[src/rtl/sdclk_pkg.sv]
// Package sdclk_pkg: control register bit positions and base-source codes
// shared by the card clock generator and its submodules.
package sdclk_pkg;

    // Control register layout (16 bits)
    localparam int CC_EN_BIT     = 0;   // internal clock enable
    localparam int CC_STABLE_BIT = 1;   // settled flag, read-only
    localparam int CC_OUT_BIT    = 2;   // card clock output enable
    localparam int CC_DIV_LSB    = 8;   // divider field, half of divisor

    // Base clock selection codes
    typedef enum logic [1:0] {
        SRC_BUS_A = 2'b00,
        SRC_BUS_B = 2'b01,
        SRC_PLL   = 2'b10,
        SRC_XTAL  = 2'b11
    } base_src_e;

endpackage

[src/rtl/sdclk_src_mux.sv]
// Module sdclk_src_mux: picks the edge strobe of the selected base clock.
// Assumes each strobe is a one-cycle pulse per base-clock edge, already in
// the clk domain. Purely combinational.
module sdclk_src_mux
    import sdclk_pkg::*;
(
    input  base_src_e sel,
    input  logic      bus_tick,
    input  logic      pll_tick,
    input  logic      xtal_tick,
    output logic      tick
);

    // Route the strobe of the chosen source
    always_comb begin
        case (sel)
            SRC_PLL:  tick = pll_tick;
            SRC_XTAL: tick = xtal_tick;
            default:  tick = bus_tick;
        endcase
    end

endmodule

[src/rtl/sdclk_settle.sv]
// Module sdclk_settle: raises a settled flag once SETTLE_EDGES strobes of the
// active source have passed with the internal enable set. The flag is masked
// by the enable so that it drops at once when the enable is cleared.
// Assumes SETTLE_EDGES >= 1.
module sdclk_settle #(
    parameter int SETTLE_EDGES = 32
) (
    input  logic clk,
    input  logic rst_n,
    input  logic en,
    input  logic tick,
    output logic stable
);

    localparam int CW = $clog2(SETTLE_EDGES + 1);
    localparam logic [CW-1:0] LAST = CW'(SETTLE_EDGES - 1);

    logic [CW-1:0] cnt_q;
    logic          done_q;

    // Count selected strobes while enabled, restart when disabled
    always_ff @(posedge clk) begin
        if (!rst_n) begin
            cnt_q  <= '0;
            done_q <= 1'b0;
        end else if (!en) begin
            cnt_q  <= '0;
            done_q <= 1'b0;
        end else if (!done_q && tick) begin
            cnt_q <= cnt_q + 1'b1;
            if (cnt_q == LAST) begin
                done_q <= 1'b1;
            end
        end
    end

    // Masked flag: low in the same cycle the enable is removed
    assign stable = done_q & en;

endmodule

[src/rtl/sdclk_divider.sv]
// Module sdclk_divider: even divider on the active strobe. Each half period
// lasts 1 strobe for a zero field, 2*N strobes otherwise. The divider field
// and the source select are taken in only at the start of a period (rising
// edge of the divided level) or while idle. Once started, the divider keeps
// running until its level is low, so a high phase always completes.
module sdclk_divider #(
    parameter int DIV_W = 8
) (
    input  logic             clk,
    input  logic             rst_n,
    input  logic             run_req,
    input  logic             tick,
    input  logic [DIV_W-1:0] div_field,
    input  logic [1:0]       sel_field,
    output logic             level_q,
    output logic             level_next,
    output logic [DIV_W-1:0] div_act,
    output logic [1:0]       sel_act
);

    localparam int HW = DIV_W + 1;

    logic [HW-1:0] cnt_q;
    logic [HW-1:0] half_m1;
    logic          running;
    logic          wrap;

    // Last count of a half period for the active divider value
    always_comb begin
        if (div_act == '0) begin
            half_m1 = '0;
        end else begin
            half_m1 = {div_act, 1'b0} - HW'(1);
        end
    end

    assign running = run_req | level_q;
    assign wrap    = tick && (cnt_q == half_m1);

    // Level the divided clock takes at the coming edge
    always_comb begin
        if (!running) begin
            level_next = 1'b0;
        end else if (wrap) begin
            level_next = ~level_q;
        end else begin
            level_next = level_q;
        end
    end

    // Half-period counter, level toggle and period-start configuration latch
    always_ff @(posedge clk) begin
        if (!rst_n) begin
            cnt_q   <= '0;
            level_q <= 1'b0;
            div_act <= '0;
            sel_act <= '0;
        end else if (!running) begin
            cnt_q   <= '0;
            level_q <= 1'b0;
            div_act <= div_field;
            sel_act <= sel_field;
        end else if (tick) begin
            if (wrap) begin
                cnt_q   <= '0;
                level_q <= ~level_q;
                if (!level_q) begin
                    div_act <= div_field;
                    sel_act <= sel_field;
                end
            end else begin
                cnt_q <= cnt_q + 1'b1;
            end
        end
    end

endmodule

[src/rtl/sdclk_out_gate.sv]
// Module sdclk_out_gate: gates the divided level onto the card clock pin
// from one register. The gate only follows its request while the divided
// level is and stays low, so a pulse is never started or ended early.
module sdclk_out_gate (
    input  logic clk,
    input  logic rst_n,
    input  logic want,
    input  logic level_next,
    output logic card_clk
);

    logic gate_q;
    logic card_q;

    // Gate follows the request only during the low phase
    always_ff @(posedge clk) begin
        if (!rst_n) begin
            gate_q <= 1'b0;
        end else if (!level_next) begin
            gate_q <= want;
        end
    end

    // Single output register: divided level ANDed with the held gate
    always_ff @(posedge clk) begin
        if (!rst_n) begin
            card_q <= 1'b0;
        end else begin
            card_q <= level_next & gate_q;
        end
    end

    assign card_clk = card_q;

endmodule

[src/rtl/sdclk_ctrl.sv]
// Module sdclk_ctrl: SD card clock generator top. It holds the 16-bit control
// register and connects source select, settle detection, the even divider
// and the output gate. Assumes DIV_W <= 8 so that the field fits bits 15:8,
// and assumes base clocks arrive as per-edge strobes synchronous to clk.
module sdclk_ctrl
    import sdclk_pkg::*;
#(
    parameter int DIV_W        = 8,
    parameter int SETTLE_EDGES = 32
) (
    input  logic        clk,
    input  logic        rst_n,
    input  logic        bus_tick,
    input  logic        pll_tick,
    input  logic        xtal_tick,
    input  logic [1:0]  base_sel,
    input  logic        ctrl_wr,
    input  logic [15:0] ctrl_wdata,
    output logic [15:0] ctrl_rdata,
    output logic        card_clk
);

    logic [DIV_W-1:0] div_q;
    logic             out_en_q;
    logic             ien_q;
    logic             stable_w;
    logic             src_tick;
    logic             div_level;
    logic             div_level_next;
    logic [DIV_W-1:0] div_act;
    logic [1:0]       sel_act;
    logic             gate_want;

    // Control register write; the settled bit is not storable
    always_ff @(posedge clk) begin
        if (!rst_n) begin
            div_q    <= '0;
            out_en_q <= 1'b0;
            ien_q    <= 1'b0;
        end else if (ctrl_wr) begin
            div_q    <= ctrl_wdata[CC_DIV_LSB +: DIV_W];
            out_en_q <= ctrl_wdata[CC_OUT_BIT];
            ien_q    <= ctrl_wdata[CC_EN_BIT];
        end
    end

    // Read value assembly, unused bits zero
    always_comb begin
        ctrl_rdata                       = '0;
        ctrl_rdata[CC_DIV_LSB +: DIV_W]  = div_q;
        ctrl_rdata[CC_OUT_BIT]           = out_en_q;
        ctrl_rdata[CC_STABLE_BIT]        = stable_w;
        ctrl_rdata[CC_EN_BIT]            = ien_q;
    end

    sdclk_src_mux u_mux (
        .sel       (base_src_e'(sel_act)),
        .bus_tick  (bus_tick),
        .pll_tick  (pll_tick),
        .xtal_tick (xtal_tick),
        .tick      (src_tick)
    );

    sdclk_settle #(
        .SETTLE_EDGES (SETTLE_EDGES)
    ) u_settle (
        .clk    (clk),
        .rst_n  (rst_n),
        .en     (ien_q),
        .tick   (src_tick),
        .stable (stable_w)
    );

    sdclk_divider #(
        .DIV_W (DIV_W)
    ) u_div (
        .clk        (clk),
        .rst_n      (rst_n),
        .run_req    (ien_q),
        .tick       (src_tick),
        .div_field  (div_q),
        .sel_field  (base_sel),
        .level_q    (div_level),
        .level_next (div_level_next),
        .div_act    (div_act),
        .sel_act    (sel_act)
    );

    assign gate_want = ien_q & stable_w & out_en_q;

    sdclk_out_gate u_gate (
        .clk        (clk),
        .rst_n      (rst_n),
        .want       (gate_want),
        .level_next (div_level_next),
        .card_clk   (card_clk)
    );

endmodule

[config.mk]
export PLATFORM = sky130hd
export DESIGN_NAME = sdclk_ctrl
export DESIGN_NICKNAME = d
export VERILOG_FILES = /design/src/rtl/sdclk_pkg.sv /design/src/rtl/sdclk_src_mux.sv /design/src/rtl/sdclk_settle.sv /design/src/rtl/sdclk_divider.sv /design/src/rtl/sdclk_out_gate.sv /design/src/rtl/sdclk_ctrl.sv
export SDC_FILE = /design/constraint.sdc
export NUM_CORES = 1
export LEC_CHECK = 0
export ABC_AREA = 1
export BUFFER_PORTS_ARGS = -buffer_cell sky130_fd_sc_hd__buf_4
export CAP_MARGIN = 20
export CORE_MARGIN = 2
export CORE_UTILIZATION = 31
export DETAILED_ROUTE_END_ITERATION = 10
export HOLD_SLACK_MARGIN = 0.03
export SETUP_SLACK_MARGIN = 0.2
export SYNTH_ARGS = -nofsm -noshare
export SYNTH_HDL_FRONTEND = slang
export SYNTH_SLANG_ARGS = --single-unit
[constraint.sdc]
create_clock -name clk -period 2.33 [get_ports clk]
set_input_delay 0.1165 -clock clk [delete_from_list [all_inputs] [get_ports clk]]
set_output_delay 0.1165 -clock clk [all_outputs]
set_load 0.005 [all_outputs]
Yosys cells after proc, flatten, opt, wreduce, memory -nomap -nowiden
Index checks and enable logic that the tools add are counted.

word-level totals
  flip-flop bits (word level) = 39
  latch bits = 0
  memory bits (writable) = 0
  bits in read-only memories = 0
  output and inout port bits = 17
  logic and storage cells = 48
  memories kept = 0

operators by class
  add/subtract/negate cells = 3
  multiply operators = 0
  divide/modulo/power cells = 0
  $lt $le $gt $ge = 0
  equality and inequality tests = 7
  shifts and indexed selects = 0
  mux-type cells = 13
  bitwise operators = 6
  reductions and logical operators = 8

operators by type and width
  operator                                          number
  2-to-1 mux 8 bit                                  4
  2-to-1 mux 9 bit                                  2
  adder 9 x 1 -> 9 bit, second input constant       1
  == test 9 bit                                     1
  subtractor 9 x 1 -> 9 bit, second input constant  1
  zero test 8 bit                                   1
  2-to-1 mux 2 bit                                  4
  adder 6 x 1 -> 6 bit, second input constant       1
  == test 6 x 5 -> 1 bit, second input constant     1
  AND reduction 2 bit                               3
  bitwise AND 1 bit                                 4
  == test 2 bit, second input constant              2
  != test 2 bit, second input constant              2
  AND reduction 3 bit                               1
  logical AND 1 bit                                 2
  2-to-1 mux 1 bit                                  2
  != test 2 x 1 -> 1 bit, second input constant     1
  case mux 1 bit (2 select lines)                   1
  zero test 1 bit                                   1
  inverter 1 bit                                    1
  OR 1 bit                                          1

Depth between registers and ports, before layout
Gate-level depths: netlist of run 1.

  depth in word-level cells = 7
  depth in mapped cells = 17
  depth with buffers taken out = 16

Hierarchy
From an unflattened synthesis of run 1, not the netlist that was laid out.

unflattened totals
  cell total of the unflattened synthesis = 328
  area, all modules = 2228.4 um^2

modules (own cells, without submodules)
  module          times used  cells each  area each (um^2)  seq. area each (um^2)
  sdclk_divider   1           192         1302.5            400.4
  sdclk_ctrl      1           73          481.7             200.2
  sdclk_settle    1           50          356.6             140.1
  sdclk_out_gate  1           7           61.3              40.0
  sdclk_src_mux   1           6           26.3              0.0

Worst setup path before layout of run 1
OpenSTA, ideal clock, no wires.

  path type = register -> register
  start = register u_div.div_act[0]
  end = register u_div.sel_act[1]
  data arrival time = 1876 ps
  path slack = 339 ps
  cell stages (with the launch flop) = 16
  buffers on the path = 2
  clock period less this slack = 1991 ps
  cells stage by stage = dfxtp_1 > inv_1 > ha_1 > nand2_2 > nor2_4 > nand2_2 > buf_6 > nand4_1 > nand2_2 > nor3_4 > nand2_4 > nand2_4 > buf_6 > nand3_1 > nand2_1 > nor2_1

between the ends
  longest elaborated chain between the ends = 6
  elaborated cells between the ends (all ways) = 7

ends and longest elaborated chain
  what                                                          line                                      RTL
  from (decl)                                                   sdclk_divider.sv:17                       output logic [DIV_W-1:0] div_act,
  from (signal assigned)                                        sdclk_divider.sv:61                       div_act <= div_field;
  from (signal assigned)                                        sdclk_divider.sv:68                       div_act <= div_field;
  subtractor 9 x 1 -> 9 bit or zero test 8 bit (tied branches)  sdclk_divider.sv:33, sdclk_divider.sv:30
  2-to-1 mux 9 bit *                                            sdclk_divider.sv:30                       if (div_act == '0) begin
  == test 9 bit *                                               sdclk_divider.sv:38                       assign wrap = tick && (cnt_q == half_m1);
  logical AND 1 bit *                                           sdclk_divider.sv:38
  != test 2 bit (no line) *                                     n/a
  AND reduction 3 bit (no line) *                               n/a
  to (signal assigned)                                          sdclk_divider.sv:62                       sel_act <= sel_field;
  to (signal assigned)                                          sdclk_divider.sv:69                       sel_act <= sel_field;
  to (decl)                                                     sdclk_divider.sv:18                       output logic [1:0] sel_act

Every way passes the cells marked *; elsewhere a longest branch is shown, timed or not.
A chain may end at the register's enable or synchronous reset.

Final worst setup path of run 1
  start = register u_div.div_act[1]
  end = register u_div.div_act[7]

between the ends
  longest elaborated chain between the ends = 6
  elaborated cells between the ends (all ways) = 7

ends and longest elaborated chain
  what                                                          line
  subtractor 9 x 1 -> 9 bit or zero test 8 bit (tied branches)  sdclk_divider.sv:33, sdclk_divider.sv:30
  2-to-1 mux 9 bit *                                            sdclk_divider.sv:30
  == test 9 bit *                                               sdclk_divider.sv:38
  logical AND 1 bit *                                           sdclk_divider.sv:38
  != test 2 bit (no line) *                                     n/a
  AND reduction 3 bit (no line) *                               n/a

Marked as above.

==> results.json, run 1 <==
{
  "status": "finished clean",
  "yosys-top-cells-area": "sky130_fd_sc_hd__dfxtp_1, sky130_fd_sc_hd__nand2_1, sky130_fd_sc_hd__inv_1, sky130_fd_sc_hd__nor2_1, sky130_fd_sc_hd__nand3_1",
  "drt-total-wl_um": 4366,
  "cp_data_required_time_ps": 2510,
  "setup_slack_ps": 348.2,
  "simple_logic_cell_fraction_of_the_synthesized_area_pct": 32.68,
  "cts_num_sinks": 39,
  "detailed_place.area_um2": 2359,
  "worstHoldPathType": "input port to flip-flop",
  "tightestPinTransition_ps": 661.0,
  "h-tree-depth": 2,
  "route.antenna.remaining_nets": 0,
  "num_vias": 1879,
  "die_width_um": 86.35,
  "groute.layer.met3.usage_pct": 2.762,
  "critical_path.startpoint": "u_div.div_act[1]",
  "routed_wire_length_per_instance_um": 10.50,
  "ys_ff_latch": 39,
  "internal_power_mw": 1.154,
  "worst_setup_path_end_kind": "flip-flop",
  "grt_setup_unrepaired": "false",
  "fin_nets": 363,
  "initial_utilization_pct": 31.46,
  "crit_slowest_cell": "sky130_fd_sc_hd__dfxtp_2",
  "final_common_cell": "sky130_fd_sc_hd__nand2_1",
  "first_global_vias": 1629,
  "layout-area-overhead-vs-synth_pct": 23.15,
  "finalSetupViolations": 0,
  "share_comb_of_total_power_pct": 21.0,
  "cp_arrival_ps": 2170,
  "use_met2_pct": 19.51,
  "yosysWarningCount": 0,
  "worst_clock_skew_ps": 8.683,
  "most-common-layout-cells": "sky130_fd_sc_hd__nand2_1, sky130_fd_sc_hd__inv_1, sky130_fd_sc_hd__nor2_1, sky130_fd_sc_hd__dfxtp_1, sky130_fd_sc_hd__buf_4",
  "max-clock-path-buffers": 2,
  "slew_headroom_pct": 55.87,
  "remaining_drc_errors": 0,
  "power_switching_uw": 461.6,
  "synth-compound-area-share_pct": 12.44,
  "grt.met1_usage_pct": 14.45,
  "tritoncts_clock_tree": "yes",
  "drt_iter0_markers": 37,
  "synth_top_area_share_pct": 37.14,
  "fillerInstances": 713,
  "pwr_density_cell_nw_per_um2": 624.1,
  "hold_path_startpoint": "ctrl_wdata[2]",
  "grtUsageTotal_pct": 11.55,
  "largest_net_degree_at_the_start_of_global_routing": 24,
  "critical_path_start_type": "flip-flop",
  "floorplan.die_area_um2": 7455,
  "synth_cells": 304,
  "gr-total-overflow": 0,
  "crit_path_max_fanout": 10,
  "dpl.hpwl_um": 3079,
  "root_buffer_master": "sky130_fd_sc_hd__clkbuf_8",
  "post_route_cells_drive_above_1_share_pct": 23.51,
  "avgSynthCellArea_um2": 6.915,
  "final.period_utilization_pct": 85.06,
  "routabilityCongestion": 0.9022,
  "ir_drop_mv": 0.2646,
  "cts_hold_repair.buffers": 0,
  "post-synth-top-area-cell": "sky130_fd_sc_hd__dfxtp_1",
  "power.leakage_nw": 1.193,
  "clock_latency_ps": 290,
  "final_cell_area_um2": 2589,
  "path_clk_slew_ps": 80,
  "place_worst_setup_slack_ps": 183.4,
  "synth_fa_ha_area_share_pct": 1.786,
  "dp_cells": 407,
  "timing.setup.critical_path_class": "flip-flop to flip-flop",
  "wire_length_of_the_first_global_routing_pass_um": 7044,
  "yosys.area_share.xor_xnor_pct": 2.500,
  "max_freq_mhz": 504.6,
  "total_power_mw": 1.616,
  "timing.critical_path.cells": "inv_2 -> ha_4 -> buf_4 -> xor2_1 -> nand3_2 -> nand2_2 -> nand2_2 -> nor3_4 -> nand2_4 -> nand2_8 -> nand3_1 -> nand2_1 -> nor2_1",
  "final_cell_count_no_fill": 416,
  "cp_common_cell": "sky130_fd_sc_hd__nand2_2",
  "number_of_antenna_violations_at_the_first_check_in_global_routing": 0,
  "syn_area_um2": 2102,
  "power.share.switching_pct": 28.57,
  "yosys-mux-area-fraction_pct": 0,
  "utilization_after_layout_pct": 38.75,
  "synth_top_family_by_area": "simple AND/OR/NAND/NOR gates",
  "synth.yosys.seq_area_share_pct": 37.14,
  "rows": 30,
  "slew_viol_final": 0,
  "timing.final.crit_period_ps": 1982,
  "hold_violations_final": 0,
  "hold-worst-slack_ps": 48.50,
  "worst_path_largest_cell_delay_ps": 360,
  "inserted_clock_buffers": 5,
  "drt_first_pass_iters": 4,
  "drv.max_cap_violation_count": 0,
  "setup_total_negative_slack_ps": 0,
  "io_pins": 41,
  "cts_post_setup_buffers_inserted": 0,
  "core-area_um2": 6681,
  "r2r_start": "u_div.div_act[1]",
  "synth_cell_type_count": 32,
  "clock_power_share_pct": 34.2,
  "die-height_um": 86.35,
  "vias_per_cell": 4.517,
  "place.port_buffers": 29,
  "top_usage_layer": "met2",
  "seqPwrFrac_pct": 44.8,
  "antenna-diode-count": 0
}
[metal layers]
metal | vias to the layer above | routed length [µm] | share of wire [%]
li1 | 1019 | - | -
met1 | 825 | 2174 | 50
met2 | 33 | 2023 | 46
met3 | 2 | 130 | 3.0
met4 | 0 | 39 | 0.89
met5 | - | 0 | 0
[power by group through the flow]
stage | Combinational, mW | Sequential (mW) | Clock, mW
after detailed placement | 0.310 | 0.734 | 0
after CTS | 0.313 | 0.719 | 0.578
after floorplan | 0.237 | 0.730 | 0
final | 0.339 | 0.725 | 0.552
after global placement | 0.308 | 0.733 | 0
after global routing | 0.378 | 0.730 | 0.598
[repair_timing]
item,CTS,global route
resized for setup,1,24
pin swaps,0,10
cloned,0,2
endpoints found under the setup margin,10,20
[path summary, 6_finish.rpt]
kind / to / slack, ps / cells after the start
worst max-delay path: u_div.div_act[7] / 350 / 13
worst min register to register: div_q[4] / 480 / 2
worst max register to register: u_div.div_act[7] / 350 / 13
worst min-delay path: out_en_q / 50 / 3
[Yosys cell counts, drive strengths merged]
master / number
o21ai: 19
dfxtp: 39
nor3: 5
nor2: 41
clkbuf: 3
xnor2: 1
conb: 1
nand2: 66
xor2: 5
o21ba: 1
o21a: 1
nand4: 5
a21boi: 1
o211ai: 1
a41oi: 1
a21oi: 24
nand3: 32
inv: 42
ha: 3
buf: 13
[cells by family (layout without fill, tap and decap cells)]
logic type	Yosys count	count (layout)
adders and majority gates	3	3
other	1	5
buffers and inverters	58	84
and+or+nand+nor	149	151
DFF	39	39
AOI/OAI and AO/OA	48	48
xor gates and xnor gates	6	6
[registers in the layout, indices dropped and copies added (netlist names)]
signal / count
u_div.cnt_q: 9
div_q: 8
u_div.div_act: 8
u_settle.cnt_q: 6
u_div.sel_act: 2
ien_q: 1
out_en_q: 1
u_div.level_q: 1
u_gate.card_clk: 1
u_gate.gate_q: 1
u_settle.done_q: 1
[critical path, delay by kind of cell (launching register included)]
family | cells | cell delay, ps
xor+xnor | 1 | 200
fa+ha+maj | 1 | 160
flops | 1 | 360
buf+inv | 2 | 180
simple gates | 9 | 960
[final cells by class]
| cell class | instances | area, µm² | share of cell area (%) |
|---|---|---|---|
| Tap cell | 80 | 100.1 | 3.867 |
| Multi-Input combinational cell | 213 | 1175 | 45.38 |
| Timing Repair Buffer | 35 | 266.5 | 10.29 |
| Clock buffer | 5 | 68.82 | 2.658 |
| Sequential cell | 39 | 783.3 | 30.26 |
| Clock inverter | 2 | 37.54 | 1.450 |
| Inverter | 42 | 157.7 | 6.090 |
Power figures use the tool's default switching activity.
==> run 2, diff against run 1 <==
--- a/config.mk
+++ b/config.mk
@@ -15,4 +15,5 @@
 export SETUP_SLACK_MARGIN = 0.2
 export SYNTH_ARGS = -nofsm -noshare
 export SYNTH_HDL_FRONTEND = slang
+export SYNTH_HIERARCHICAL = 1
 export SYNTH_SLANG_ARGS = --single-unit
==> results.json, run 2 <==
{
  "avgSynthCellArea_um2": 6.794,
  "hold_violations_final": 0,
  "die_width_um": 88.79,
  "power.leakage_nw": 1.230,
  "layout-area-overhead-vs-synth_pct": 18.47,
  "worst_clock_skew_ps": 8.310,
  "synth_top_area_share_pct": 35.04,
  "drt_first_pass_iters": 4,
  "cp_data_required_time_ps": 2520,
  "largest_net_degree_at_the_start_of_global_routing": 25,
  "h-tree-depth": 2,
  "inserted_clock_buffers": 5,
  "rows": 30,
  "worst_setup_path_end_kind": "flip-flop",
  "area_taken_by_multi_input_logic_gates_um2": 1186,
  "grtUsageTotal_pct": 12.20,
  "synth_cell_type_count": 31,
  "finalSetupViolations": 0,
  "largest_register_ffs": 9,
  "synth_flop_cell": "sky130_fd_sc_hd__dfxtp_1",
  "num_vias": 1903,
  "die-height_um": 88.79,
  "setup_total_negative_slack_ps": 0,
  "cts_num_sinks": 39,
  "slew_viol_final": 0,
  "synthArstFlopShare_pct": 0,
  "timing.final.crit_period_ps": 1919,
  "number_of_antenna_violations_at_the_first_check_in_global_routing": 0,
  "worst_r2r_endpoint": "u_div/div_act[7]",
  "dpl.hpwl_um": 3238,
  "grt_setup_unrepaired": "false",
  "power_switching_uw": 475.2,
  "cp_arrival_ps": 2110,
  "reg.largest.list": "u_div/cnt_q: 9 flops, div_q: 8 flops, u_div/div_act: 8 flops",
  "fillerInstances": 747,
  "power.share.switching_pct": 28.75,
  "pwr_density_cell_nw_per_um2": 626.1,
  "yosysWarningCount": 6,
  "route.antenna.remaining_nets": 0,
  "io_pins": 41,
  "critical_path_start_type": "flip-flop",
  "floorplan.die_area_um2": 7883,
  "post_route_cells_drive_above_1_share_pct": 19.89,
  "fin_nets": 383,
  "most-common-layout-cells": "sky130_fd_sc_hd__nand2_1, sky130_fd_sc_hd__nor2_1, sky130_fd_sc_hd__inv_1, sky130_fd_sc_hd__dfxtp_1, sky130_fd_sc_hd__buf_4",
  "drt_iter0_markers": 60,
  "remaining_drc_errors": 0,
  "synth_cells": 328,
  "status": "finished clean",
  "netlist_top_cells_count": "sky130_fd_sc_hd__nand2_1, sky130_fd_sc_hd__nor2_1, sky130_fd_sc_hd__inv_1, sky130_fd_sc_hd__dfxtp_1, sky130_fd_sc_hd__nand3_1",
  "hold-worst-slack_ps": 42.85,
  "crit_path_max_fanout": 16,
  "wire_length_of_the_first_global_routing_pass_um": 7596,
  "regMostFlops": "u_div/cnt_q",
  "timing.hold.worst_endpoint": "u_div/sel_act[0]",
  "cts_hold_repair.buffers": 0,
  "internal_power_mw": 1.178,
  "area.sequential_um2": 780.7,
  "gr-total-overflow": 0,
  "ys_ff_latch": 39,
  "hold_path_startpoint": "base_sel[0]",
  "syn_area_um2": 2228,
  "core-area_um2": 6869,
  "yosys-top-cells-area": "sky130_fd_sc_hd__dfxtp_1, sky130_fd_sc_hd__nand2_1, sky130_fd_sc_hd__nor2_1, sky130_fd_sc_hd__inv_1, sky130_fd_sc_hd__nand3_1",
  "worstHoldPathType": "input port to flip-flop",
  "setup_slack_ps": 410.8,
  "max_freq_mhz": 521.0,
  "post-synth-top-area-cell": "sky130_fd_sc_hd__dfxtp_1",
  "min_path_cells": 3,
  "ff2ff_setup_slack_ps": 410,
  "routed_wire_length_per_instance_um": 9.497,
  "place.port_buffers": 29,
  "drt-total-wl_um": 4302,
  "synth-edff-count": 0,
  "vias_per_cell": 4.201,
  "routabilityCongestion": 0.7992,
  "timing.setup.critical_path_class": "flip-flop to flip-flop",
  "root_buffer_master": "sky130_fd_sc_hd__clkbuf_8",
  "final.period_utilization_pct": 82.37,
  "first_global_vias": 1757,
  "antenna-diode-count": 0,
  "path_clk_slew_ps": 80,
  "initial_utilization_pct": 32.44,
  "synth.yosys.seq_area_share_pct": 35.04,
  "tritoncts_clock_tree": "yes",
  "share_comb_of_total_power_pct": 19.6,
  "max-clock-path-buffers": 2,
  "seqPwrFrac_pct": 43.4,
  "final_common_cell": "sky130_fd_sc_hd__nand2_1",
  "ir_drop_mv": 0.2756,
  "place_worst_setup_slack_ps": 211.3,
  "reg2reg_depth": 13,
  "clock_latency_ps": 300,
  "drv.max_cap_violation_count": 0,
  "clock_power_share_pct": 37.0,
  "r2r_start": "u_div/div_act[0]",
  "yosysMostFrequentCell": "sky130_fd_sc_hd__nand2_1"
}
==> run 2: how the worst max path moves through the flow <==
stage                     startpoint          endpoint  slack, ps  cells past startpoint
global route        u_div/div_act[1]  u_div/div_act[7]        220                     13
CTS                 u_div/div_act[0]  u_div/div_act[7]        210                     14
floorplan           u_div/div_act[0]     u_gate/gate_q        390                     15
finish              u_div/div_act[0]  u_div/div_act[7]        410                     13
global placement    u_div/div_act[0]  u_div/div_act[3]        250                     14
detailed placement  u_div/div_act[0]  u_div/div_act[6]        210                     14
==> run 2: power groups by stage <==
stage                     registers [mW]  clock network, mW  logic (mW)
after floorplan                    0.728                  0       0.247
after global placement             0.733                  0       0.312
after detailed placement           0.734                  0       0.316
after CTS                          0.718              0.626       0.318
after global routing               0.722              0.660       0.375
final                              0.717              0.611       0.324
==> run 2: final cells by class <==
cell class,count,share of cell area [%]
clock buffers,6,3.128
clock inverters,2,1.469
inverters,47,6.682
multi-input cells,230,44.93
flip-flops and latches,39,29.57
well taps,96,4.550
repair buffers,33,9.668
==> run 2: metal layers <==
layer,GRT usage [%],part of all wire [%]
met1,15.31,48
met2,19.74,45
met3,3.545,4.6
met4,4.683,1.7
met5,0,0
==> run 2: cells by family after synthesis <==
logic type      share of synthesized area [%]
compound gates                          5.895
buf+inv                                 13.31
flops                                   35.04
simple gates                            40.43
other cells                            0.1683
xor+xnor                                3.481
fa+ha+maj                               1.685
==> run 2: worst max-delay path, cell delays in order, from the launching register on <==
cell	delay [ps]
sky130_fd_sc_hd__dfxtp_1	310
sky130_fd_sc_hd__inv_2	120
sky130_fd_sc_hd__ha_4	170
sky130_fd_sc_hd__nand2_2	80
sky130_fd_sc_hd__inv_2	90
sky130_fd_sc_hd__nand2_4	90
sky130_fd_sc_hd__nand2_2	80
sky130_fd_sc_hd__xor2_2	120
sky130_fd_sc_hd__nand2_1	90
sky130_fd_sc_hd__nor2_4	150
sky130_fd_sc_hd__nand4_4	130
sky130_fd_sc_hd__buf_8	180
sky130_fd_sc_hd__a21oi_1	130
sky130_fd_sc_hd__nor2_1	60
==> run 2: metrics by stage <==
| step | cell area, µm² | utilization (%) | cells | power, mW |
|---|---|---|---|---|
| floorplan | 2243 | - | 332 | 0.9749 |
| global placement | 2484 | 36.16 | 444 | 1.045 |
| detailed placement | 2484 | 36.16 | 444 | 1.050 |
| CTS | 2608 | 37.96 | 452 | 1.662 |
| global route | 2640 | 38.43 | 453 | 1.758 |
| finish | 2640 | 38.43 | 453 | 1.653 |
==> run 2: timing repair <==
| item | 4_1_cts | 5_1_grt |
|---|---|---|
| setup buffers | 0 | 1 |
| pin swaps | 0 | 2 |
| endpoints found under the setup margin | 3 | 19 |
| gates resized for setup | 1 | 6 |
